<file path="src/rtl/ssram_ctl_pkg.sv">
package ssram_ctl_pkg;
   typedef enum logic [1:0] {
      OP_NONE  = 2'd0,
      OP_READ  = 2'd1,
      OP_WRITE = 2'd2
   } ssram_op_e;

   function automatic logic bank_hit(input logic cen_n, input logic hi, input logic lo_n);
      return !cen_n && hi && !lo_n;
   endfunction
endpackage

</file>
<file path="src/rtl/ssram_wr_decode.sv">
module ssram_wr_decode import ssram_ctl_pkg::*; #(
   parameter int NB = 4
) (
   input  logic          sel_i,
   input  logic          gwr_n_i,
   input  logic          bwen_n_i,
   input  logic          astb_n_i,
   input  logic [NB-1:0] bsel_n_i,
   output logic [NB-1:0] wmask_o,
   output ssram_op_e     op_o
);
   // byte path: enabled by bwen, vetoed by processor strobe
   logic byte_path;
   assign byte_path = !bwen_n_i && astb_n_i;

   for (genvar b = 0; b < NB; b++) begin : g_byte
      assign wmask_o[b] = sel_i && (!gwr_n_i || (byte_path && !bsel_n_i[b]));
   end

   always_comb begin
      if (!sel_i)        op_o = OP_NONE;
      else if (|wmask_o) op_o = OP_WRITE;
      else               op_o = OP_READ;
   end
endmodule

</file>
<file path="src/rtl/ssram_cmd_reg.sv">
module ssram_cmd_reg import ssram_ctl_pkg::*; #(
   parameter int AW = 15,
   parameter int DW = 32,
   parameter int NB = DW / 8
) (
   input  logic          clk,
   input  logic          rst_n,
   input  logic          run_i,
   input  ssram_op_e     op_i,
   input  logic [NB-1:0] wmask_i,
   input  logic [AW-1:0] addr_i,
   input  logic [DW-1:0] wdata_i,
   input  logic          cen_n_i,
   output ssram_op_e     op_q_o,
   output logic [NB-1:0] wmask_q_o,
   output logic [AW-1:0] addr_q_o,
   output logic [DW-1:0] wdata_q_o,
   output logic          fresh_q_o
);
   ssram_op_e     op_q;
   logic [NB-1:0] wmask_q;
   logic [AW-1:0] addr_q;
   logic [DW-1:0] wdata_q;
   logic          fresh_q;
   logic          cen_prev_q;

   always_ff @(posedge clk or negedge rst_n) begin
      if (!rst_n) begin
         op_q       <= OP_NONE;
         wmask_q    <= '0;
         addr_q     <= '0;
         wdata_q    <= '0;
         fresh_q    <= 1'b0;
         cen_prev_q <= 1'b0;
      end else if (run_i) begin
         op_q       <= op_i;
         wmask_q    <= wmask_i;
         if (op_i != OP_NONE) addr_q <= addr_i;
         if (op_i == OP_WRITE) wdata_q <= wdata_i;
         fresh_q    <= (op_i == OP_READ) && cen_prev_q;
         cen_prev_q <= cen_n_i;
      end
   end

   assign op_q_o    = op_q;
   assign wmask_q_o = wmask_q;
   assign addr_q_o  = addr_q;
   assign wdata_q_o = wdata_q;
   assign fresh_q_o = fresh_q;
endmodule

</file>
<file path="src/rtl/ssram_out_ctl.sv">
module ssram_out_ctl #(
   parameter int DW       = 32,
   parameter bit BANK_DLY = 1'b1
) (
   input  logic          clk,
   input  logic          rst_n,
   input  logic          run_i,
   input  logic          rd_pend_i,
   input  logic          fresh_i,
   input  logic          wr_live_i,
   input  logic          oe_n_i,
   input  logic [DW-1:0] rdata_i,
   output logic [DW-1:0] dout_o,
   output logic          drive_o
);
   logic [DW-1:0] dout_q;
   logic          vld_q;
   logic          hold;

   always_ff @(posedge clk or negedge rst_n) begin
      if (!rst_n) begin
         dout_q <= '0;
         vld_q  <= 1'b0;
      end else if (run_i) begin
         vld_q <= rd_pend_i;
         if (rd_pend_i) dout_q <= rdata_i;
      end
   end

   if (BANK_DLY) begin : g_bank_dly
      logic hold_q;
      always_ff @(posedge clk or negedge rst_n) begin
         if (!rst_n)     hold_q <= 1'b0;
         else if (run_i) hold_q <= rd_pend_i && fresh_i;
      end
      assign hold = hold_q;
   end else begin : g_no_dly
      logic unused_fresh;
      assign unused_fresh = fresh_i;
      assign hold = 1'b0;
   end

   assign dout_o  = dout_q;
   assign drive_o = vld_q && !hold && !wr_live_i && !oe_n_i && run_i;
endmodule

</file>
<file path="src/rtl/ssram_wrctl.sv">
module ssram_wrctl import ssram_ctl_pkg::*; #(
   parameter int AW       = 15,
   parameter int DW       = 32,
   parameter bit BANK_DLY = 1'b1,
   localparam int NB      = DW / 8
) (
   input  logic          clk,
   input  logic          rst_n,
   input  logic          sleep_i,
   input  logic          cen_n_i,
   input  logic          csel_hi_i,
   input  logic          csel_lo_n_i,
   input  logic          astb_n_i,
   input  logic          gwr_n_i,
   input  logic          bwen_n_i,
   input  logic [NB-1:0] bsel_n_i,
   input  logic          oe_n_i,
   input  logic [AW-1:0] addr_i,
   input  logic [DW-1:0] wdata_i,
   input  logic [DW-1:0] arr_rdata_i,
   output logic [AW-1:0] arr_addr_o,
   output logic [DW-1:0] arr_wdata_o,
   output logic [NB-1:0] arr_wstrb_o,
   output logic [DW-1:0] dout_o,
   output logic          drive_o
);
   if (DW % 8 != 0 || DW < 8) begin : g_bad_dw
      $error("ssram_wrctl: DW must be a positive multiple of 8");
   end
   if (AW < 1) begin : g_bad_aw
      $error("ssram_wrctl: AW must be at least 1");
   end

   logic          run;
   logic          sel;
   logic [NB-1:0] wmask;
   ssram_op_e     op;
   ssram_op_e     op_q;
   logic [NB-1:0] wmask_q;
   logic          fresh_q;

   assign run = !sleep_i;
   assign sel = bank_hit(cen_n_i, csel_hi_i, csel_lo_n_i);

   ssram_wr_decode #(.NB(NB)) u_dec (
      .sel_i    (sel),
      .gwr_n_i  (gwr_n_i),
      .bwen_n_i (bwen_n_i),
      .astb_n_i (astb_n_i),
      .bsel_n_i (bsel_n_i),
      .wmask_o  (wmask),
      .op_o     (op)
   );

   ssram_cmd_reg #(.AW(AW), .DW(DW), .NB(NB)) u_cmd (
      .clk       (clk),
      .rst_n     (rst_n),
      .run_i     (run),
      .op_i      (op),
      .wmask_i   (wmask),
      .addr_i    (addr_i),
      .wdata_i   (wdata_i),
      .cen_n_i   (cen_n_i),
      .op_q_o    (op_q),
      .wmask_q_o (wmask_q),
      .addr_q_o  (arr_addr_o),
      .wdata_q_o (arr_wdata_o),
      .fresh_q_o (fresh_q)
   );

   assign arr_wstrb_o = wmask_q & {NB{run}};

   ssram_out_ctl #(.DW(DW), .BANK_DLY(BANK_DLY)) u_out (
      .clk       (clk),
      .rst_n     (rst_n),
      .run_i     (run),
      .rd_pend_i (op_q == OP_READ),
      .fresh_i   (fresh_q),
      .wr_live_i (|arr_wstrb_o),
      .oe_n_i    (oe_n_i),
      .rdata_i   (arr_rdata_i),
      .dout_o    (dout_o),
      .drive_o   (drive_o)
   );
endmodule

</file>
<file path="config.mk">
export PLATFORM = sky130hd
export DESIGN_NAME = ssram_wrctl
export DESIGN_NICKNAME = d
export VERILOG_FILES = /design/src/rtl/ssram_ctl_pkg.sv /design/src/rtl/ssram_wr_decode.sv /design/src/rtl/ssram_cmd_reg.sv /design/src/rtl/ssram_out_ctl.sv /design/src/rtl/ssram_wrctl.sv
export SDC_FILE = /design/constraint.sdc
export NUM_CORES = 1
export LEC_CHECK = 0
export ABC_AREA = 1
export BUFFER_PORTS_ARGS = -buffer_cell sky130_fd_sc_hd__buf_2
export CELL_PAD_IN_SITES_DETAIL_PLACEMENT = 0
export CELL_PAD_IN_SITES_GLOBAL_PLACEMENT = 2
export CORE_ASPECT_RATIO = 1.5
export CORE_MARGIN = 2
export CORE_UTILIZATION = 29
export DETAILED_ROUTE_END_ITERATION = 8
export GPL_ROUTABILITY_DRIVEN = 0
export PLACE_DENSITY = 0.83
export SLEW_MARGIN = 30
export SYNTH_ARGS = -nofsm -noshare
export SYNTH_HDL_FRONTEND = slang
export SYNTH_SLANG_ARGS = --single-unit
</file>
<file path="constraint.sdc">
create_clock -name clk -period 1.7 [get_ports clk]
set_input_delay 0.17 -clock clk [delete_from_list [all_inputs] [get_ports clk]]
set_output_delay 0.17 -clock clk [all_outputs]
set_load 0.005 [all_outputs]
</file>
==> results of run 1 <==
==> power by group <==
part	switching [W]	leakage [nW]	internal (W)	total [W]
clock	0.000790	0.142	0.00117	0.00196
combinational	0.000552	1.64	0.000755	0.00131
sequential	0.000233	1.14	0.00258	0.00281
total	0.00158	2.92	0.00451	0.00608
==> worst max-delay path, delay by kind of cell, from the launching register on <==
kind / cells / cell delay (ns)
buffers and inverters: 1 / 0.17
DFF: 1 / 0.38
and+or+nand+nor: 3 / 0.37
==> final cells by class <==
type                       count  area [um2]  share of cell area, %
sequential                    89        2227                  44.07
multi-input combinational    217        1271                  25.15
timing repair buffer         186       998.5                  19.76
clock buffer                  11       242.7                  4.803
tap                          156       195.2                  3.862
inverter                      15       63.81                  1.263
clock inverter                 5       55.05                  1.089
==> sequential cells by signal, indices dropped and copies added, names as in the netlist <==
signal and flops:
u_cmd.fresh_q_o 1, u_cmd.addr_q_o 15, u_cmd.cen_prev_q 1, u_out.vld_q 1, u_out.g_bank_dly.hold_q 1, u_cmd.op_q_o 2
u_cmd.wdata_q_o 32, u_out.dout_o 32, u_cmd.wmask_q_o 4
==> path summary, 6_finish.rpt <==
check	start	end	slack (ns)
max in group asynchronous	rst_n	u_out.g_bank_dly.hold_q	0.72
worst max register to register	u_cmd.op_q_o[0]	u_out.dout_o[3]	0.45
worst min register to register	u_cmd.wdata_q_o[7]	u_cmd.wdata_q_o[7]	0.46
worst min-delay path	addr_i[12]	u_cmd.addr_q_o[12]	0.02
min in group asynchronous	rst_n	u_cmd.wdata_q_o[30]	0.35
worst max-delay path	u_out.g_bank_dly.hold_q	drive_o	0.27
==> cells by family after synthesis <==
| kind of cell | share of synthesized area (%) |
|---|---|
| compound gates | 1.362 |
| buf+inv | 4.801 |
| flops | 60.61 |
| mux | 12.67 |
| simple gates | 20.57 |
==> metal layers <==
layer  GRT usage, %  vias to the layer above
met2          22.67                       99
li1               -                     1442
met1          17.18                     1379
met4          5.639                        0
met5              0                        -
met3          3.452                       10
==> synth_stat cells (all sizes together) <==
library cell	count	area, um2
dfrtp	89	2227
nor2	11	46.29
nand2	126	478.0
a21oi	1	5.000
o21ai	7	38.79
mux2	32	465.4
nand4	2	27.53
nand3b	2	15.01
inv	15	63.81
nand3	34	182.7
o22ai	1	6.260
buf	16	112.6
nor4	1	6.260
==> metrics by stage <==
stage / instance area [um2] / std cells
final: 5054 / 679
after global routing: 5054 / 679
after CTS: 5054 / 679
after detailed placement: 4746 / 662
after global placement: 4746 / 662
after floorplan: 3675 / 337
==> cells in the final DEF, fill, tap and decap left out, drive strengths merged, types with 2 or more instances in the layout <==
cell type and instances:
nand3b 2, dfrtp 89, nand2 126, o21ai 7, inv 15, nand4 2, clkbuf 11, clkinvlp 2
nand3 34, clkinv 2, mux2 32, nor2 11, buf 185
==> results.tsv, run 1 <==
metric	value	unit
status	finished, final reports clean	
layout.filler_cells	1252	
dieHeight	141.9	um
overall_power_consumption	0.006082	W
post-route-util	40.59	%
worstSetupEndpointType	output pin	
route.layer.met1.wl	3794	um
drive_above_1_share	46.08	%
antenna_found_initial	0	
coreArea	12450	um2
post-cts-setup-buffer-count	0	
postCtsHoldBufs	1	
num_rows	50	
vdd_drop_max	406.4	uV
synthesis.area	3675	um2
postRouteWirelength	9344	um
cts.sinks	89	
synthToLayoutAreaGrowth	37.52	%
cpMaxStageDelayCell	dfrtp_1	
cp_max_fo	2	
post-place-ws	0.3337	ns
timing.setup.tns	0	ns
routed_wire_length_per_instance	13.76	um
critPathRequiredTime	1.53	ns
cts_made_buffers	9	
lkg_pwr	2.921	nW
postSynthAreaPerCell	10.90	um2
pnr_worst_setup_slack	0.2737	ns
met2_wirelength	4846	um
clock_insertion_delay_worst_skew	0.34	ns
grt_start_max_net_pins	37	
via_count	2930	
post_route_antenna_net_violation_count	0	
hold-path-cell-count	3	
post_synth_num_cell_types	23	
critPathKind	reg2out	
maxSlewViolCount	0	
final_setup_violating_endpoints	0	
syn_nets	430	
ys.warnings.count	0	
start_kind	flip-flop	
final-hold-violation-count	0	
grt_remaining_overflow	0	
grt.total_usage	13.82	%
seq_cells_post_synth	89	
skew	0.005050	ns
placement.io_buffers	176	
highest_cell_delay_on_the_worst_timing_path	0.38	ns
hpwlAfterDp	7003	um
initialDrtViolationCount	105	
ff2ff_path_depth	3	
first_global_vias	2822	
dr_top_layer	met4	
fin_nets	611	
max_cap_violations	0	
die_width	95.91	um
drc	0	
tightest_slew	0.5113	ns
power-per-cell-area	1203	nW/um2
path_cells	nor2_1, nand3_1, nor4_1, buf_2	
first_pass_iters	6	
timing.final.crit_share	83.90	%
hold-worst-slack	0.02107	ns
clock_path_buffers	2	
worstPathArrival	1.26	ns
clock.fmax	0.7011	GHz
viasPerCell	4.315	
cts_repair_resize_count	0	
finalCriticalPeriod	1.426	ns
syn-instance-count	337	
initial_utilization	29.52	%
route.met3.wl	536	um
cts-htree-levels	3	
area_of_the_die	13610	um2
setup_repair_after_global_routing_missed_its_margin	no	
seq_area_frac_synth	60.61	%
worst_slew_margin_rel	65.91	%
io_pins	177	
clock_pin_transition_on_the_worst_setup_and_hold_timing_paths	0.06	ns
n_antenna_cell	0	
holdCritPathClass	in2reg	
grt_first_pass_wirelength	14260	um
library_cell_used_as_clock_root_buffer	clkbuf_16	
cts_tree	done	
No activity file was read; power rests on OpenSTA's default activity.
==> run 2: changes to the inputs <==
- CORE_UTILIZATION: 29 -> 24
- PLACE_DENSITY: 0.83 -> 0.73
- clock period: 1.7 -> 1.15 ns (I/O delays scaled with it)
==> results.tsv, run 2 (synthesized netlist as in run 1, its figures left out) <==
metric	value	unit	change
postRouteWirelength	10720	um	was 9344 um
grt_first_pass_wirelength	17070	um	was 14260 um
internal_pwr_total	0.006621	W	was 0.004506 W
setup_repair_after_global_routing_missed_its_margin	yes		was no
fin_area	5938	um2	was 5054 um2
grt.total_usage	13.14	%	was 13.82%
drc	0		unchanged
pnr_worst_setup_slack	-0.2584	ns	was 0.2737 ns
cts_tree	done		unchanged
grt_start_max_net_pins	90		was 37
placed_cells_incl_taps	714		was 662
critPathKind	reg2out		unchanged
share_clk_of_total_power	31.7	%	was 32.3%
post_route_antenna_net_violation_count	0		unchanged
num_rows	55		was 50
ff2ff_path_depth	6		was 3
first_pass_iters	4		was 6
power_frac_comb	23.2	%	was 21.5%
worst_hold_path.endpoint	u_cmd.wdata_q_o[7]		was u_cmd.addr_q_o[12]
switching_power	0.002612	W	was 0.001576 W
holdCritPathClass	in2reg		unchanged
routed_wire_length_per_instance	13.51	um	was 13.76 um
critPathRequiredTime	1.03	ns	was 1.53 ns
post-place-ws	-0.1125	ns	was 0.3337 ns
cp_max_fo	2		unchanged
io_pins	177		unchanged
clock_path_buffers	2		unchanged
p_sw_share	28.29	%	was 25.91%
maxSlewViolCount	0		unchanged
hold-path-cell-count	3		unchanged
non_filler_cells_in_the_finished_layout	794		was 679
antenna_found_initial	0		unchanged
r2r_slack	-0.19	ns	was 0.45 ns
clock_insertion_delay_worst_skew	0.34	ns	about the same
highest_cell_delay_on_the_worst_timing_path	0.38	ns	about the same
r2r_end	u_out.dout_o[7]		was u_out.dout_o[3]
clock.fmax	0.7100	GHz	
tightest_slew	0.4966	ns	was 0.5113 ns
sequentialPowerShare	45.2	%	was 46.2%
fin_nets	683		was 611
hpwlAfterDp	7178	um	was 7003 um
min_from	wdata_i[7]		was addr_i[12]
finalCriticalPeriod	1.408	ns	
layout.filler_cells	1535		was 1252
via_count	3245		was 2930
violations	negative setup slack		
timing.setup.tns	-3.858	ns	was 0 ns
start_kind	flip-flop		unchanged
worstPathArrival	1.29	ns	was 1.26 ns
n_antenna_cell	0		unchanged
max_cap_violations	0		unchanged
initial_utilization	24.50	%	was 29.52%
clock_pin_transition_on_the_worst_setup_and_hold_timing_paths	0.07	ns	was 0.06 ns
drive_above_1_share	44.71	%	was 46.08%
skew	0.01239	ns	was 0.005050 ns
initialDrtViolationCount	90		was 105
final_setup_violating_endpoints	33		was 0
status	finished, violations left		was finished, final reports clean
cts_made_buffers	9		unchanged
coreArea	15000	um2	was 12450 um2
final-hold-violation-count	0		unchanged
layout_commonest_cell	buf_2		unchanged
dieHeight	155.6	um	was 141.9 um
lkg_pwr	3.293	nW	was 2.921 nW
worst_slew_margin_rel	66.89	%	was 65.91%
timing.final.crit_share	122.5	%	
post-route-util	39.58	%	was 40.59%
cts-htree-levels	3		unchanged
placement.io_buffers	176		unchanged
most-common-layout-cells	175 x buf_2, 124 x nand2_1, 89 x dfrtp_1		unchanged
vdd_drop_max	891.8	uV	was 406.4 uV
synthToLayoutAreaGrowth	61.59	%	was 37.52%
cts.sinks	89		unchanged
first_global_vias	3355		was 2822
worstSetupEndpointType	output pin		unchanged
power-per-cell-area	1555	nW/um2	was 1203 nW/um2
path_cells	nor2_1, nand3_1, nor4_2, buf_2		was nor2_1, nand3_1, nor4_1, buf_2
crit-reg2reg-launch	u_cmd.op_q_o[1]		was u_cmd.op_q_o[0]
viasPerCell	4.087		was 4.315
cpMaxStageDelayCell	dfrtp_1		unchanged
library_cell_used_as_clock_root_buffer	clkbuf_16		unchanged
place_area	4917	um2	was 4746 um2
grt_remaining_overflow	0		unchanged
die_width	105.0	um	was 95.91 um
area_of_the_die	16340	um2	was 13610 um2
==> run 2: routing by layer <==
layer / vias to the layer above / global-route usage [%] / wire length [um]
met1: 1536 / 15.41 / 4442
met2: 108 / 23.41 / 5574
met4: 0 / 4.698 / 167
met3: 13 / 3.008 / 541
li1: 1588 / - / -
met5: - / 0 / 0
==> run 2: worst max-delay path by stage <==
stage                                       start               end  slack (ns)
after floorplan                   u_cmd.op_q_o[1]  u_out.dout_o[10]        0.02
after global routing      u_out.g_bank_dly.hold_q           drive_o       -0.35
final                     u_out.g_bank_dly.hold_q           drive_o       -0.26
after global placement            u_cmd.op_q_o[1]  u_out.dout_o[24]       -0.08
after detailed placement          u_cmd.op_q_o[1]  u_out.dout_o[27]       -0.11
after CTS                 u_out.g_bank_dly.hold_q           drive_o       -0.25
==> run 2: area by class of cell <==
cell class | instances | area [um2] | area share, %
flip-flops and latches | 89 | 2227 | 37.51
clock inverters | 7 | 68.82 | 1.159
clock buffers | 9 | 225.2 | 3.793
repair buffers | 258 | 1812 | 30.51
multi-input cells | 217 | 1292 | 21.77
inverters | 15 | 63.81 | 1.075
well taps | 199 | 249.0 | 4.193
==> run 2: what timing repair did <==
| action | in CTS | in global routing |
|---|---|---|
| hold endpoints to repair | 142 | 2 |
| endpoints found under the setup margin | 31 | 36 |
| setup buffers | 6 | 1 |
| hold buffers | 54 | 2 |
| pin swaps | 3 | 3 |
| cloned | 2 | 0 |
| gates resized for setup | 6 | 11 |
==> run 2: critical path: cells and delay by family (launching register included) <==
family | cells | cell delay (ns)
AND/OR/NAND/NOR | 3 | 0.41
flip-flops | 1 | 0.38
buffers and inverters | 1 | 0.15
==> run 2: per-stage QoR <==
step           total power (W)  hold slack [ns]
4_1_cts               0.009374       0.00001732
6_report              0.009233         0.008788
5_1_grt               0.009819         0.001450
3_5_place_dp          0.006218           0.2037
3_3_place_gp          0.006180           0.1979
2_1_floorplan         0.005085          -0.1806
==> run 2: power by group through the flow <==
stage	combinational [W]	sequential (W)	clock, W
CTS	0.00217	0.00417	0.00303
floorplan	0.000822	0.00426	0
global placement	0.00198	0.00420	0
detailed placement	0.00201	0.00421	0
finish	0.00214	0.00417	0.00293
global route	0.00237	0.00426	0.00320
==> run 3: changes to the inputs <==
- REMOVE_ABC_BUFFERS: not set -> 1
==> results.tsv, run 3 (synthesized netlist as in run 1, its figures left out) <==
metric	value	unit	change
start_kind	flip-flop		unchanged
initial_utilization	24.50	%	unchanged
grt.total_usage	12.77	%	was 13.14%
num_rows	55		unchanged
violations	negative setup slack		unchanged
hpwlAfterDp	7313	um	was 7178 um
worst_slew_margin_rel	82.87	%	was 66.89%
ff2ff_path_depth	4		was 6
pnr_worst_setup_slack	-0.2089	ns	was -0.2584 ns
drc	0		unchanged
critPathKind	reg2out		unchanged
post-place-ws	-0.05436	ns	was -0.1125 ns
first_global_vias	3324		was 3355
crit-reg2reg-launch	u_cmd.op_q_o[1]		unchanged
cts-htree-levels	3		unchanged
multiInputGateArea	1294	um2	was 1292 um2
postRouteWirelength	10180	um	was 10720 um
antenna_found_initial	1		was 0
grt_first_pass_wirelength	16540	um	was 17070 um
final-hold-violation-count	0		unchanged
via_count	3198		was 3245
path_cells	inv_2, nor2_4, nor4_2, buf_2		was nor2_1, nand3_1, nor4_2, buf_2
critical_path_cell_count	4		unchanged
lkg_pwr	3.255	nW	was 3.293 nW
holdCritPathClass	in2reg		unchanged
die_width	105.0	um	unchanged
maxSlewViolCount	0		unchanged
hold-path-cell-count	2		was 3
dieHeight	155.6	um	unchanged
most-common-layout-cells	174 x buf_2, 124 x nand2_1, 89 x dfrtp_1		was 175 x buf_2, 124 x nand2_1, 89 x dfrtp_1
cts_tree	done		unchanged
initialDrtViolationCount	76		was 90
area_of_the_die	16340	um2	unchanged
final_setup_violating_endpoints	35		was 33
layout_commonest_cell	buf_2		unchanged
post_route_antenna_net_violation_count	0		unchanged
r2r_end	u_out.dout_o[8]		was u_out.dout_o[7]
fin_area	5854	um2	was 5938 um2
synthToLayoutAreaGrowth	59.31	%	was 61.59%
status	finished, violations left		unchanged
placement.io_buffers	176		unchanged
min_from	arr_rdata_i[2]		was wdata_i[7]
setup_repair_after_global_routing_missed_its_margin	yes		unchanged
coreArea	15000	um2	unchanged
path_delay_family	flip-flops		was simple AND/OR/NAND/NOR gates
cp_max_fo	2		unchanged
regArea	2227	um2	unchanged
drive_above_1_share	46.14	%	was 44.71%
hold-worst-slack	0.01202	ns	was 0.008788 ns
routed_wire_length_per_instance	13.00	um	was 13.51 um
post-route-util	39.02	%	was 39.58%
finalCriticalPeriod	1.359	ns	was 1.408 ns
worstSetupEndpointType	output pin		unchanged
clock.fmax	0.7359	GHz	was 0.7100 GHz
viasPerCell	4.084		was 4.087
place_area	4980	um2	was 4917 um2
r2r_slack	-0.05	ns	was -0.19 ns
fin_nets	671		was 683
library_cell_used_as_clock_root_buffer	clkbuf_16		unchanged
cp.buffers_inverters	2		was 1
layout.filler_cells	1547		was 1535
io_pins	177		unchanged
cts.sinks	89		unchanged
max_cap_violations	0		unchanged
critPathRequiredTime	1.03	ns	about the same
grt_remaining_overflow	0		unchanged
cts_made_buffers	9		unchanged
vdd_drop_max	590.7	uV	was 891.8 uV
clock_pin_transition_on_the_worst_setup_and_hold_timing_paths	0.06	ns	was 0.07 ns
tightest_slew	0.2569	ns	was 0.4966 ns
clock_path_buffers	2		unchanged
power-per-cell-area	1665	nW/um2	was 1555 nW/um2
worstPathArrival	1.24	ns	was 1.29 ns
timing.final.crit_share	118.2	%	was 122.5%
clock_insertion_delay_worst_skew	0.34	ns	about the same
cpMaxStageDelayCell	dfrtp_1		unchanged
highest_cell_delay_on_the_worst_timing_path	0.37	ns	was 0.38 ns
worst_hold_path.endpoint	u_out.dout_o[2]		was u_cmd.wdata_q_o[7]
skew	0.008075	ns	was 0.01239 ns
timing.setup.tns	-1.140	ns	was -3.858 ns
first_pass_iters	4		unchanged
grt_start_max_net_pins	46		was 90
run 3: final cells by class:
type | count | share of cell area, %
clock inverter | 4 | 1.688
sequential | 89 | 38.04
timing repair buffer | 246 | 28.40
antenna | 1 | 0.04274
inverter | 15 | 1.090
tap | 199 | 4.253
multi-input combinational | 217 | 22.10
clock buffer | 12 | 4.381
run 3: power by group:
part	internal, W	switching (W)
registers	0.00381	0.000356
clock network	0.00225	0.00122
logic	0.00127	0.000845
run 3: metal layers:
metal	share of wire (%)	track usage [%]	wire, um	vias up
li1	-	-	-	1562
met1	40	14.66	4046	1518
met2	53	22.79	5384	105
met3	5.9	3.425	599	13
met4	1.5	4.444	150	0
met5	0	0	0	-
run 3: worst reg2reg max path: cells and delay by family (launching register included):
| kind | cells | cell delay [ns] |
|---|---|---|
| buffers and inverters | 2 | 0.27 |
| AND/OR/NAND/NOR | 1 | 0.15 |
| multiplexers | 1 | 0.30 |
| flip-flops | 1 | 0.37 |
run 3: worst max-delay path by stage:
stage | end | from
floorplan | u_cmd.wdata_q_o[0] | csel_hi_i
global placement | u_out.dout_o[10] | u_cmd.op_q_o[1]
detailed placement | u_out.dout_o[11] | u_cmd.op_q_o[1]
CTS | drive_o | u_cmd.wmask_q_o[2]
global route | drive_o | u_cmd.wmask_q_o[2]
finish | drive_o | u_cmd.wmask_q_o[2]
run 3: per-stage QoR:
step / cells / power, W
floorplan: 321 / 0.005056
finish: 783 / 0.009746
global placement: 719 / 0.006196
detailed placement: 719 / 0.006242
CTS: 784 / 0.009916
global route: 782 / 0.01034
run 3: repair_timing:
| item | in CTS | in global routing |
|---|---|---|
| setup buffers | 7 | 3 |
| cloned | 1 | 0 |
| setup endpoints to repair | 36 | 37 |
| hold buffers | 41 | 1 |
| pin swaps | 3 | 3 |
| resized for setup | 15 | 10 |
| hold endpoints to repair | 129 | 1 |
